`src/rtl/usb_ls_rx_pkg.sv`:
```
package usb_ls_rx_pkg;

  localparam int unsigned BYTE_W    = 8;
  // Run of decoded ones after which a stuff bit follows.
  localparam int unsigned STUFF_RUN = 6;

  // Encoded as {dPlus, dMinus}.
  typedef enum logic [1:0] {
    LN_SE0 = 2'b00,
    LN_J   = 2'b01,
    LN_K   = 2'b10,
    LN_SE1 = 2'b11
  } lineState_t;

  // Strobes from control to datapath.
  typedef struct packed {
    logic startRx;  // sync done: seed the decoder for PID bit 0
    logic rxEn;     // decode bits at each sample tick
  } rxCmd_t;

  // Status from datapath to control.
  typedef struct packed {
    logic              tick;      // bit centre sample point
    logic              edgeJK;    // J-to-K transition this cycle
    lineState_t        lineNow;   // synchronized line state
    logic              byteDone;  // eighth data bit decoded at this tick
    logic [BYTE_W-1:0] byteVal;   // completed byte, valid with byteDone
    logic              stuffBad;  // stuff slot carried no transition
  } rxStat_t;

endpackage

```
`src/rtl/usb_ls_rx_dp.sv`:
```
module usb_ls_rx_dp
  import usb_ls_rx_pkg::*;
#(
  parameter int unsigned OVERSAMPLE = 12
) (
  input  logic    clk,
  input  logic    rstN,
  input  logic    dPlus,
  input  logic    dMinus,
  input  rxCmd_t  cmd,
  output rxStat_t stat
);

  localparam int unsigned PW = $clog2(OVERSAMPLE);
  localparam int unsigned RW = $clog2(STUFF_RUN + 1);
  localparam int unsigned CW = $clog2(BYTE_W);
  localparam logic [PW-1:0] HALF     = PW'(OVERSAMPLE / 2);
  localparam logic [PW-1:0] LAST     = PW'(OVERSAMPLE - 1);
  localparam logic [RW-1:0] RUN_STOP = RW'(STUFF_RUN);
  localparam logic [CW-1:0] BIT_LAST = CW'(BYTE_W - 1);

  // Two-flop synchronizer plus one history stage for edge detection.
  logic [1:0] syncA, syncB, linePrev;
  always_ff @(posedge clk or negedge rstN) begin
    if (!rstN) begin
      syncA    <= LN_J;
      syncB    <= LN_J;
      linePrev <= LN_J;
    end else begin
      syncA    <= {dPlus, dMinus};
      syncB    <= syncA;
      linePrev <= syncB;
    end
  end

  lineState_t lineNow, lineOld;
  logic       lineEdge;
  assign lineNow  = lineState_t'(syncB);
  assign lineOld  = lineState_t'(linePrev);
  assign lineEdge = (syncB != linePrev);

  // Sample phase: the edge cycle counts as phase 0, the sample lands at HALF.
  logic [PW-1:0] phase;
  always_ff @(posedge clk or negedge rstN) begin
    if (!rstN)             phase <= '0;
    else if (lineEdge)     phase <= PW'(1);
    else if (phase == LAST) phase <= '0;
    else                   phase <= phase + 1'b1;
  end

  logic tick;
  assign tick = (phase == HALF) && !lineEdge;

  // NRZI decode and unstuffing.
  lineState_t        lastSample;
  logic [RW-1:0]     onesRun;
  logic [CW-1:0]     bitCnt;
  logic [BYTE_W-1:0] shiftReg;

  logic              decodeEn, bitVal, stuffSlot;
  logic [BYTE_W-1:0] shiftNext;
  assign decodeEn  = cmd.rxEn && tick && (lineNow != LN_SE0);
  assign bitVal    = (lineNow == lastSample);
  assign stuffSlot = (onesRun == RUN_STOP);
  assign shiftNext = {bitVal, shiftReg[BYTE_W-1:1]};

  always_ff @(posedge clk or negedge rstN) begin
    if (!rstN) begin
      lastSample <= LN_J;
      onesRun    <= '0;
      bitCnt     <= '0;
      shiftReg   <= '0;
    end else if (cmd.startRx) begin
      // The closing KK of sync is one decoded 1 ending in K.
      lastSample <= LN_K;
      onesRun    <= RW'(1);
      bitCnt     <= '0;
      shiftReg   <= '0;
    end else if (decodeEn) begin
      lastSample <= lineNow;
      if (stuffSlot) begin
        onesRun <= '0;
      end else begin
        shiftReg <= shiftNext;
        bitCnt   <= bitCnt + 1'b1;
        onesRun  <= bitVal ? onesRun + 1'b1 : '0;
      end
    end
  end

  always_comb begin
    stat.tick     = tick;
    stat.edgeJK   = lineEdge && (lineOld == LN_J) && (lineNow == LN_K);
    stat.lineNow  = lineNow;
    stat.byteDone = decodeEn && !stuffSlot && (bitCnt == BIT_LAST);
    stat.byteVal  = shiftNext;
    stat.stuffBad = decodeEn && stuffSlot && bitVal;
  end

  // The run of ones never passes the stuff limit.
  p_run_bound_r4: assert property (@(posedge clk) disable iff (!rstN)
    onesRun <= RUN_STOP);

  // Bit position moves only at a sample tick or at a receive start.
  p_bits_hold_r3: assert property (@(posedge clk) disable iff (!rstN)
    (!tick && !cmd.startRx) |=> $stable(bitCnt));

  // A stuff slot never completes a byte.
  p_stuff_no_byte_r4: assert property (@(posedge clk) disable iff (!rstN)
    stat.stuffBad |-> !stat.byteDone);

endmodule

```
`src/rtl/usb_ls_rx_ctl.sv`:
```
module usb_ls_rx_ctl
  import usb_ls_rx_pkg::*;
#(
  parameter int unsigned MAX_DATA   = 8,
  parameter int unsigned SYNC_LIMIT = 24,
  parameter int unsigned ARM_BITS   = 2
) (
  input  logic              clk,
  input  logic              rstN,
  input  rxStat_t           stat,
  output rxCmd_t            cmd,
  output logic              pidValid,
  output logic [BYTE_W-1:0] pidByte,
  output logic              dataValid,
  output logic [BYTE_W-1:0] dataByte,
  output logic              eopValid,
  output logic              errStuff,
  output logic              errOverflow,
  output logic              errPid
);

  localparam int unsigned DW = $clog2(MAX_DATA + 1);
  localparam int unsigned TW = $clog2(SYNC_LIMIT + 1);
  localparam int unsigned AW = $clog2(ARM_BITS + 1);
  localparam logic [DW-1:0] DATA_MAX = DW'(MAX_DATA);
  localparam logic [TW-1:0] TMR_LAST = TW'(SYNC_LIMIT - 1);
  localparam logic [AW-1:0] ARM_LAST = AW'(ARM_BITS - 1);
  localparam int unsigned NIB = BYTE_W / 2;

  typedef enum logic [2:0] {
    ST_ARM,     // wait for the bus to rest in J
    ST_HUNT,    // wait for the first J-to-K edge
    ST_GOTK,    // in a K bit after an edge
    ST_AWAITK,  // one K seen, need a second
    ST_RESEEK,  // sync interrupted, wait for the next J-to-K edge
    ST_RECV,    // decoding the packet
    ST_DRAIN    // packet aborted, wait for SE0
  } rxState_t;

  rxState_t      state;
  logic [AW-1:0] armCnt;
  logic [TW-1:0] syncTmr;
  logic [DW-1:0] dataCnt;
  logic          pidSeen;
  logic          pidOk;

  assign pidOk = (stat.byteVal[BYTE_W-1:NIB] == ~stat.byteVal[NIB-1:0]);

  always_comb begin
    cmd.startRx = (state == ST_AWAITK) && stat.tick && (stat.lineNow == LN_K);
    cmd.rxEn    = (state == ST_RECV);
  end

  always_ff @(posedge clk or negedge rstN) begin
    if (!rstN) begin
      state       <= ST_ARM;
      armCnt      <= '0;
      syncTmr     <= '0;
      dataCnt     <= '0;
      pidSeen     <= 1'b0;
      pidValid    <= 1'b0;
      pidByte     <= '0;
      dataValid   <= 1'b0;
      dataByte    <= '0;
      eopValid    <= 1'b0;
      errStuff    <= 1'b0;
      errOverflow <= 1'b0;
      errPid      <= 1'b0;
    end else begin
      pidValid    <= 1'b0;
      dataValid   <= 1'b0;
      eopValid    <= 1'b0;
      errStuff    <= 1'b0;
      errOverflow <= 1'b0;
      errPid      <= 1'b0;
      unique case (state)
        ST_ARM: begin
          if (stat.tick) begin
            if (stat.lineNow != LN_J)   armCnt <= '0;
            else if (armCnt == ARM_LAST) state <= ST_HUNT;
            else                        armCnt <= armCnt + 1'b1;
          end
        end
        ST_HUNT: begin
          if (stat.edgeJK) begin
            state   <= ST_GOTK;
            syncTmr <= '0;
          end
        end
        ST_GOTK, ST_AWAITK, ST_RESEEK: begin
          if (state == ST_RESEEK && stat.edgeJK) state <= ST_GOTK;
          if (stat.tick) begin
            syncTmr <= syncTmr + 1'b1;
            if (stat.lineNow == LN_SE0) begin
              state  <= ST_ARM;
              armCnt <= '0;
            end else if (state == ST_GOTK) begin
              state <= (stat.lineNow == LN_K) ? ST_AWAITK : ST_RESEEK;
            end else if (state == ST_AWAITK) begin
              if (stat.lineNow == LN_K) begin
                state   <= ST_RECV;
                pidSeen <= 1'b0;
                dataCnt <= '0;
              end else begin
                state <= ST_RESEEK;
              end
            end
            // Timeout, unless this very tick completes sync.
            if (syncTmr == TMR_LAST && !cmd.startRx) begin
              state  <= ST_ARM;
              armCnt <= '0;
            end
          end
        end
        ST_RECV: begin
          if (stat.tick && stat.lineNow == LN_SE0) begin
            eopValid <= 1'b1;
            errPid   <= !pidSeen;
            state    <= ST_ARM;
            armCnt   <= '0;
          end else if (stat.stuffBad) begin
            eopValid <= 1'b1;
            errStuff <= 1'b1;
            state    <= ST_DRAIN;
          end else if (stat.byteDone) begin
            if (!pidSeen) begin
              if (pidOk) begin
                pidValid <= 1'b1;
                pidByte  <= stat.byteVal;
                pidSeen  <= 1'b1;
              end else begin
                eopValid <= 1'b1;
                errPid   <= 1'b1;
                state    <= ST_DRAIN;
              end
            end else if (dataCnt == DATA_MAX) begin
              eopValid    <= 1'b1;
              errOverflow <= 1'b1;
              state       <= ST_DRAIN;
            end else begin
              dataValid <= 1'b1;
              dataByte  <= stat.byteVal;
              dataCnt   <= dataCnt + 1'b1;
            end
          end
        end
        ST_DRAIN: begin
          if (stat.tick && stat.lineNow == LN_SE0) begin
            state  <= ST_ARM;
            armCnt <= '0;
          end
        end
        default: state <= ST_ARM;
      endcase
    end
  end

  // At most one output strobe per cycle.
  p_one_strobe_r3: assert property (@(posedge clk) disable iff (!rstN)
    $onehot0({pidValid, dataValid, eopValid}));

  // Error flags appear only together with the end strobe.
  p_err_with_eop_r5: assert property (@(posedge clk) disable iff (!rstN)
    (errStuff || errOverflow || errPid) |-> eopValid);

  // Data count never exceeds the buffer limit.
  p_no_overflow_r8: assert property (@(posedge clk) disable iff (!rstN)
    dataCnt <= DATA_MAX);

  // A presented PID always carries its complement.
  p_pid_form_r7: assert property (@(posedge clk) disable iff (!rstN)
    pidValid |-> (pidByte[BYTE_W-1:NIB] == ~pidByte[NIB-1:0]));

  // Data is only delivered after a PID of the same packet.
  p_data_after_pid_r7: assert property (@(posedge clk) disable iff (!rstN)
    dataValid |-> pidSeen);

  // Error strobes always come from an active receive.
  p_eop_from_recv_r6: assert property (@(posedge clk) disable iff (!rstN)
    eopValid |-> ($past(state) == ST_RECV));

endmodule

```
`src/rtl/usb_ls_rx.sv`:
```
module usb_ls_rx
  import usb_ls_rx_pkg::*;
#(
  parameter int unsigned OVERSAMPLE = 12,
  parameter int unsigned MAX_DATA   = 8,
  parameter int unsigned SYNC_LIMIT = 24,
  parameter int unsigned ARM_BITS   = 2
) (
  input  logic       clk,
  input  logic       rstN,
  input  logic       dPlus,
  input  logic       dMinus,
  output logic       pidValid,
  output logic [7:0] pidByte,
  output logic       dataValid,
  output logic [7:0] dataByte,
  output logic       eopValid,
  output logic       errStuff,
  output logic       errOverflow,
  output logic       errPid
);

  rxCmd_t  rxCmd;
  rxStat_t rxStat;

  usb_ls_rx_dp #(
    .OVERSAMPLE(OVERSAMPLE)
  ) u_dp (
    .clk   (clk),
    .rstN  (rstN),
    .dPlus (dPlus),
    .dMinus(dMinus),
    .cmd   (rxCmd),
    .stat  (rxStat)
  );

  usb_ls_rx_ctl #(
    .MAX_DATA  (MAX_DATA),
    .SYNC_LIMIT(SYNC_LIMIT),
    .ARM_BITS  (ARM_BITS)
  ) u_ctl (
    .clk        (clk),
    .rstN       (rstN),
    .stat       (rxStat),
    .cmd        (rxCmd),
    .pidValid   (pidValid),
    .pidByte    (pidByte),
    .dataValid  (dataValid),
    .dataByte   (dataByte),
    .eopValid   (eopValid),
    .errStuff   (errStuff),
    .errOverflow(errOverflow),
    .errPid     (errPid)
  );

endmodule

```
`config.mk`:
```
export PLATFORM = sky130hd
export DESIGN_NAME = usb_ls_rx
export DESIGN_NICKNAME = d
export VERILOG_FILES = /design/src/rtl/usb_ls_rx_pkg.sv /design/src/rtl/usb_ls_rx_dp.sv /design/src/rtl/usb_ls_rx_ctl.sv /design/src/rtl/usb_ls_rx.sv
export SDC_FILE = /design/constraint.sdc
export NUM_CORES = 1
export LEC_CHECK = 0
export BUFFER_PORTS_ARGS = -buffer_cell sky130_fd_sc_hd__buf_2
export CAP_MARGIN = 20
export CORE_ASPECT_RATIO = 1.1
export CORE_MARGIN = 3
export CORE_UTILIZATION = 50
export DETAILED_ROUTE_END_ITERATION = 16
export PLACE_DENSITY_LB_ADDON = 0.12
export SYNTH_ARGS = -nofsm -noshare
export SYNTH_HDL_FRONTEND = slang
export SYNTH_SLANG_ARGS = --single-unit
```
`constraint.sdc`:
```
create_clock -name clk -period 2.24 [get_ports clk]
set_input_delay 0.112 -clock clk [delete_from_list [all_inputs] [get_ports clk]]
set_output_delay 0.112 -clock clk [all_outputs]
set_load 0.03 [all_outputs]
```
==> flow_metrics.env <==
export IMPL_status="finished clean"
export IMPL_dp_cells=419
export IMPL_grt_pass1_vias=2400
export IMPL_cellLeakagePower_nw=1.80
export IMPL_critical_path_max_fanout=3
export IMPL_setup_violations_final=0
export IMPL_ys_warn_count=0
export IMPL_numCtsBuffers=9
export IMPL_netlist_area_leader_share_pct=47.0
export IMPL_cts_buffer_depth=2
export IMPL_regToRegSetupSlack_ns=0.06
export IMPL_drv_cap=0
export IMPL_cts_tree="done"
export IMPL_drtAntennaViolNets=0
export IMPL_clk_pin_slew_ns=0.07
export IMPL_synth_area_um2=3090
export IMPL_drtIter0Drc=141
export IMPL_num_antenna_cells=0
export IMPL_crit_required_ns=2.47
export IMPL_coreArea_um2=5880
export IMPL_ir_drop_mv=0.369
export IMPL_htree_levels=3
export IMPL_track_usage_pct=20.5
export IMPL_synth_top_area_cell="dfrtp_1"
export IMPL_ios=26
export IMPL_antenna_found_initial=0
export IMPL_tns_ns=0
export IMPL_synth_cell_type_count=57
export IMPL_yosys_top_cells_area="dfrtp_1 47%, nand2_1 5.6%, mux2_2 5.1%"
export IMPL_r2r_cells=8
export IMPL_nets=372
export IMPL_min_path_type="input port to asynchronous set/reset pin"
export IMPL_fillCellCount=479
export IMPL_drv_slew=0
export IMPL_gp_congestion=0.862
export IMPL_fin_util_pct=62.8
export IMPL_fmax_ghz=0.459
export IMPL_via_count=2453
export IMPL_ctsRootBufferMaster="clkbuf_8"
export IMPL_clock_sinks=62
export IMPL_crit_path_start="u_dp.phase[0]"
export IMPL_start_kind="register"
export IMPL_io_buffers=25
export IMPL_syn_inst=309
export IMPL_clock_latency_ns=0.34
export IMPL_synth_flop_cell="dfrtp_1"
export IMPL_die_height_um=88.4
export IMPL_die_w_um=80.9
export IMPL_grt_max_degree=38
export IMPL_pwr_share_comb_pct=4.0
export IMPL_p_seq_share_pct=51.8
export IMPL_dieArea_um2=7150
export IMPL_drc=0
export IMPL_grt_overflow_total=0
export IMPL_power_internal_mw=1.71
export IMPL_drive_above_1_share_pct=28.4
export IMPL_rows=29
export IMPL_synth_edf_count=0
export IMPL_ys_ff_latch=62
export IMPL_r2r_end="u_ctl.state[1]"
export IMPL_switching_share_pct=22.7
export IMPL_hpwl_um=4760
export IMPL_tightest_slew_ns=0.615
export IMPL_synthesis_nets=323
export IMPL_wirelength_um=6560
export IMPL_power_density_nw_per_um2=599
export IMPL_avgRoutedWirePerCell_um=14.9
export IMPL_period_minus_slack_ns=2.18
export IMPL_finalHoldViolCount=0
export IMPL_crit_path_end_kind="register"
export IMPL_dr_pass1_iters=5
export IMPL_power_switching_mw=0.502
export IMPL_start_util_pct=52.5
export IMPL_critPathArrivalTime_ns=2.41
export IMPL_syn_avg_cell_area_um2=9.99
export IMPL_skew_ns=0.00773
export IMPL_finalNonFillerCells=440
export IMPL_syn2layout_area_growth_pct=19.6
export IMPL_path_class="register to register"
export IMPL_fin_crit_sh_pct=97.2
export IMPL_p_clk_share_pct=44.2
export IMPL_critical_path_endpoint="u_ctl.state[1]"
export IMPL_rr_startpoint="u_dp.phase[0]"
export IMPL_yosysSeqAreaShare_pct=50.4
export IMPL_grt_pass1_wl_um=11100
export IMPL_relSlewSlack_pct=59.0
export IMPL_vias_per_cell=5.58
export IMPL_synthArstFlopShare_pct=100
[metal layers]
layer	track usage (%)	share of wire (%)	wire length (um)	up-vias
li1	-	-	-	1193
met1	24.2	42	2750	1170
met2	35.5	51	3370	79
met3	4.99	5.2	338	11
met4	9.06	1.4	95	0
met5	0	0	0	-
[kinds of logic (layout without fill, tap and decap cells)]
family / count (synthesis) / after routing / synth area share [%]
and+or+nand+nor: 119 / 119 / 19.5
AOI/OAI and AO/OA: 70 / 70 / 14.4
DFF: 62 / 62 / 50.4
buffers and inverters: 25 / 79 / 3.77
muxes: 16 / 16 / 5.80
adders and majority gates: 10 / 10 / 4.05
xor gates and xnor gates: 7 / 7 / 1.99
[layout make-up]
class,count,area (um2),share of cell area [%]
multi-input cells,222,1430,38.8
repair buffers,53,368,9.97
well taps,77,96.3,2.61
clock buffers,10,138,3.73
clock inverters,6,61.3,1.66
flip-flops and latches,62,1560,42.2
inverters,10,37.5,1.02
[worst max-delay path: stages (launching register included)]
cell      delay [ns]
dfrtp_1         0.38
inv_1           0.06
ha_1            0.14
nand3b_1        0.15
or4_4           0.52
a22oi_2         0.19
nor2_1          0.05
or3_1           0.36
a31o_1          0.21
[power groups by stage]
stage	Clock, mW	Sequential, mW	Combinational, mW
2_1_floorplan	0	1.16	0.0387
3_3_place_gp	0	1.16	0.0794
3_5_place_dp	0	1.17	0.0813
4_1_cts	1.00	1.14	0.0857
5_1_grt	1.06	1.14	0.101
6_report	0.978	1.14	0.0877
[per-stage QoR]
step | area [um2] | power [mW] | setup WS, ns | hold WS [ns]
floorplan | 3090 | 1.20 | 0.0339 | -0.184
global placement | 3430 | 1.24 | 0.0612 | 0.149
detailed placement | 3430 | 1.25 | 0.0321 | 0.155
CTS | 3660 | 2.23 | 0.0215 | 0.326
global route | 3690 | 2.31 | -0.00711 | 0.361
finish | 3690 | 2.21 | 0.0623 | 0.331
[worst min path at each step]
stage	start	endpoint	slack, ns
finish	rstN	u_ctl.dataByte[0]	0.33
global route	u_dp.syncA[0]	u_dp.lineNow[0]	0.36
CTS	rstN	u_ctl.dataByte[0]	0.33
detailed placement	rstN	u_ctl.dataByte[0]	0.15
global placement	rstN	u_ctl.dataByte[0]	0.15
floorplan	rstN	u_ctl.armCnt[0]	-0.18
[synthesized netlist by cell type (all sizes together), types with 3 or more instances]
cell	count
mux2	15
nand3b	4
ha	10
or3	5
a21oi	18
or2	5
dfrtp	58
and2	3
dfstp	4
nor2	26
buf	7
o21ai	21
inv	10
nor2b	6
nor3	7
clkbuf	8
xor2	7
a31oi	7
a21o	3
nand2	46
nand3	3
a22o	3
[flip-flops by register name, summed over array words and instances, names as in the netlist]
| name | count |
|---|---|
| u_dp.bitCnt | 3 |
| u_ctl.dataCnt | 4 |
| u_ctl.pidByte | 8 |
| u_ctl.armCnt | 2 |
| u_ctl.errPid | 1 |
| u_ctl.pidSeen | 1 |
| u_dp.lineOld | 2 |
| u_dp.lastSample | 2 |
| u_ctl.eopValid | 1 |
| u_ctl.syncTmr | 5 |
| u_ctl.state | 3 |
| u_dp.phase | 4 |
| u_ctl.dataValid | 1 |
| u_dp.lineNow | 2 |
| u_dp.onesRun | 3 |
| u_dp.syncA | 2 |
| u_ctl.errOverflow | 1 |
| u_dp.shiftReg | 7 |
| u_ctl.errStuff | 1 |
| u_ctl.dataByte | 8 |
| u_ctl.pidValid | 1 |
[cells in the final DEF (no fill, tap or decap), drive strengths merged, types with 3 or more instances in the layout]
master	count
a21o	3
a21oi	18
a22o	3
a31oi	7
and2	3
buf	50
clkbuf	10
clkinv	4
dfrtp	58
dfstp	4
dlygate4sd3	3
ha	10
inv	10
mux2	15
nand2	46
nand3	3
nand3b	4
nor2	26
nor2b	6
nor3	7
o21ai	21
or2	5
or3	5
xor2	7
[what timing repair did]
action                                  4_1_cts  5_1_grt
hold endpoints to repair                     24        0
hold buffers                                  3        0
gates resized for setup                       0        6
setup buffers                                 0        2
endpoints found under the setup margin        0       13
Note: power is estimated with default switching activity, not from simulation.
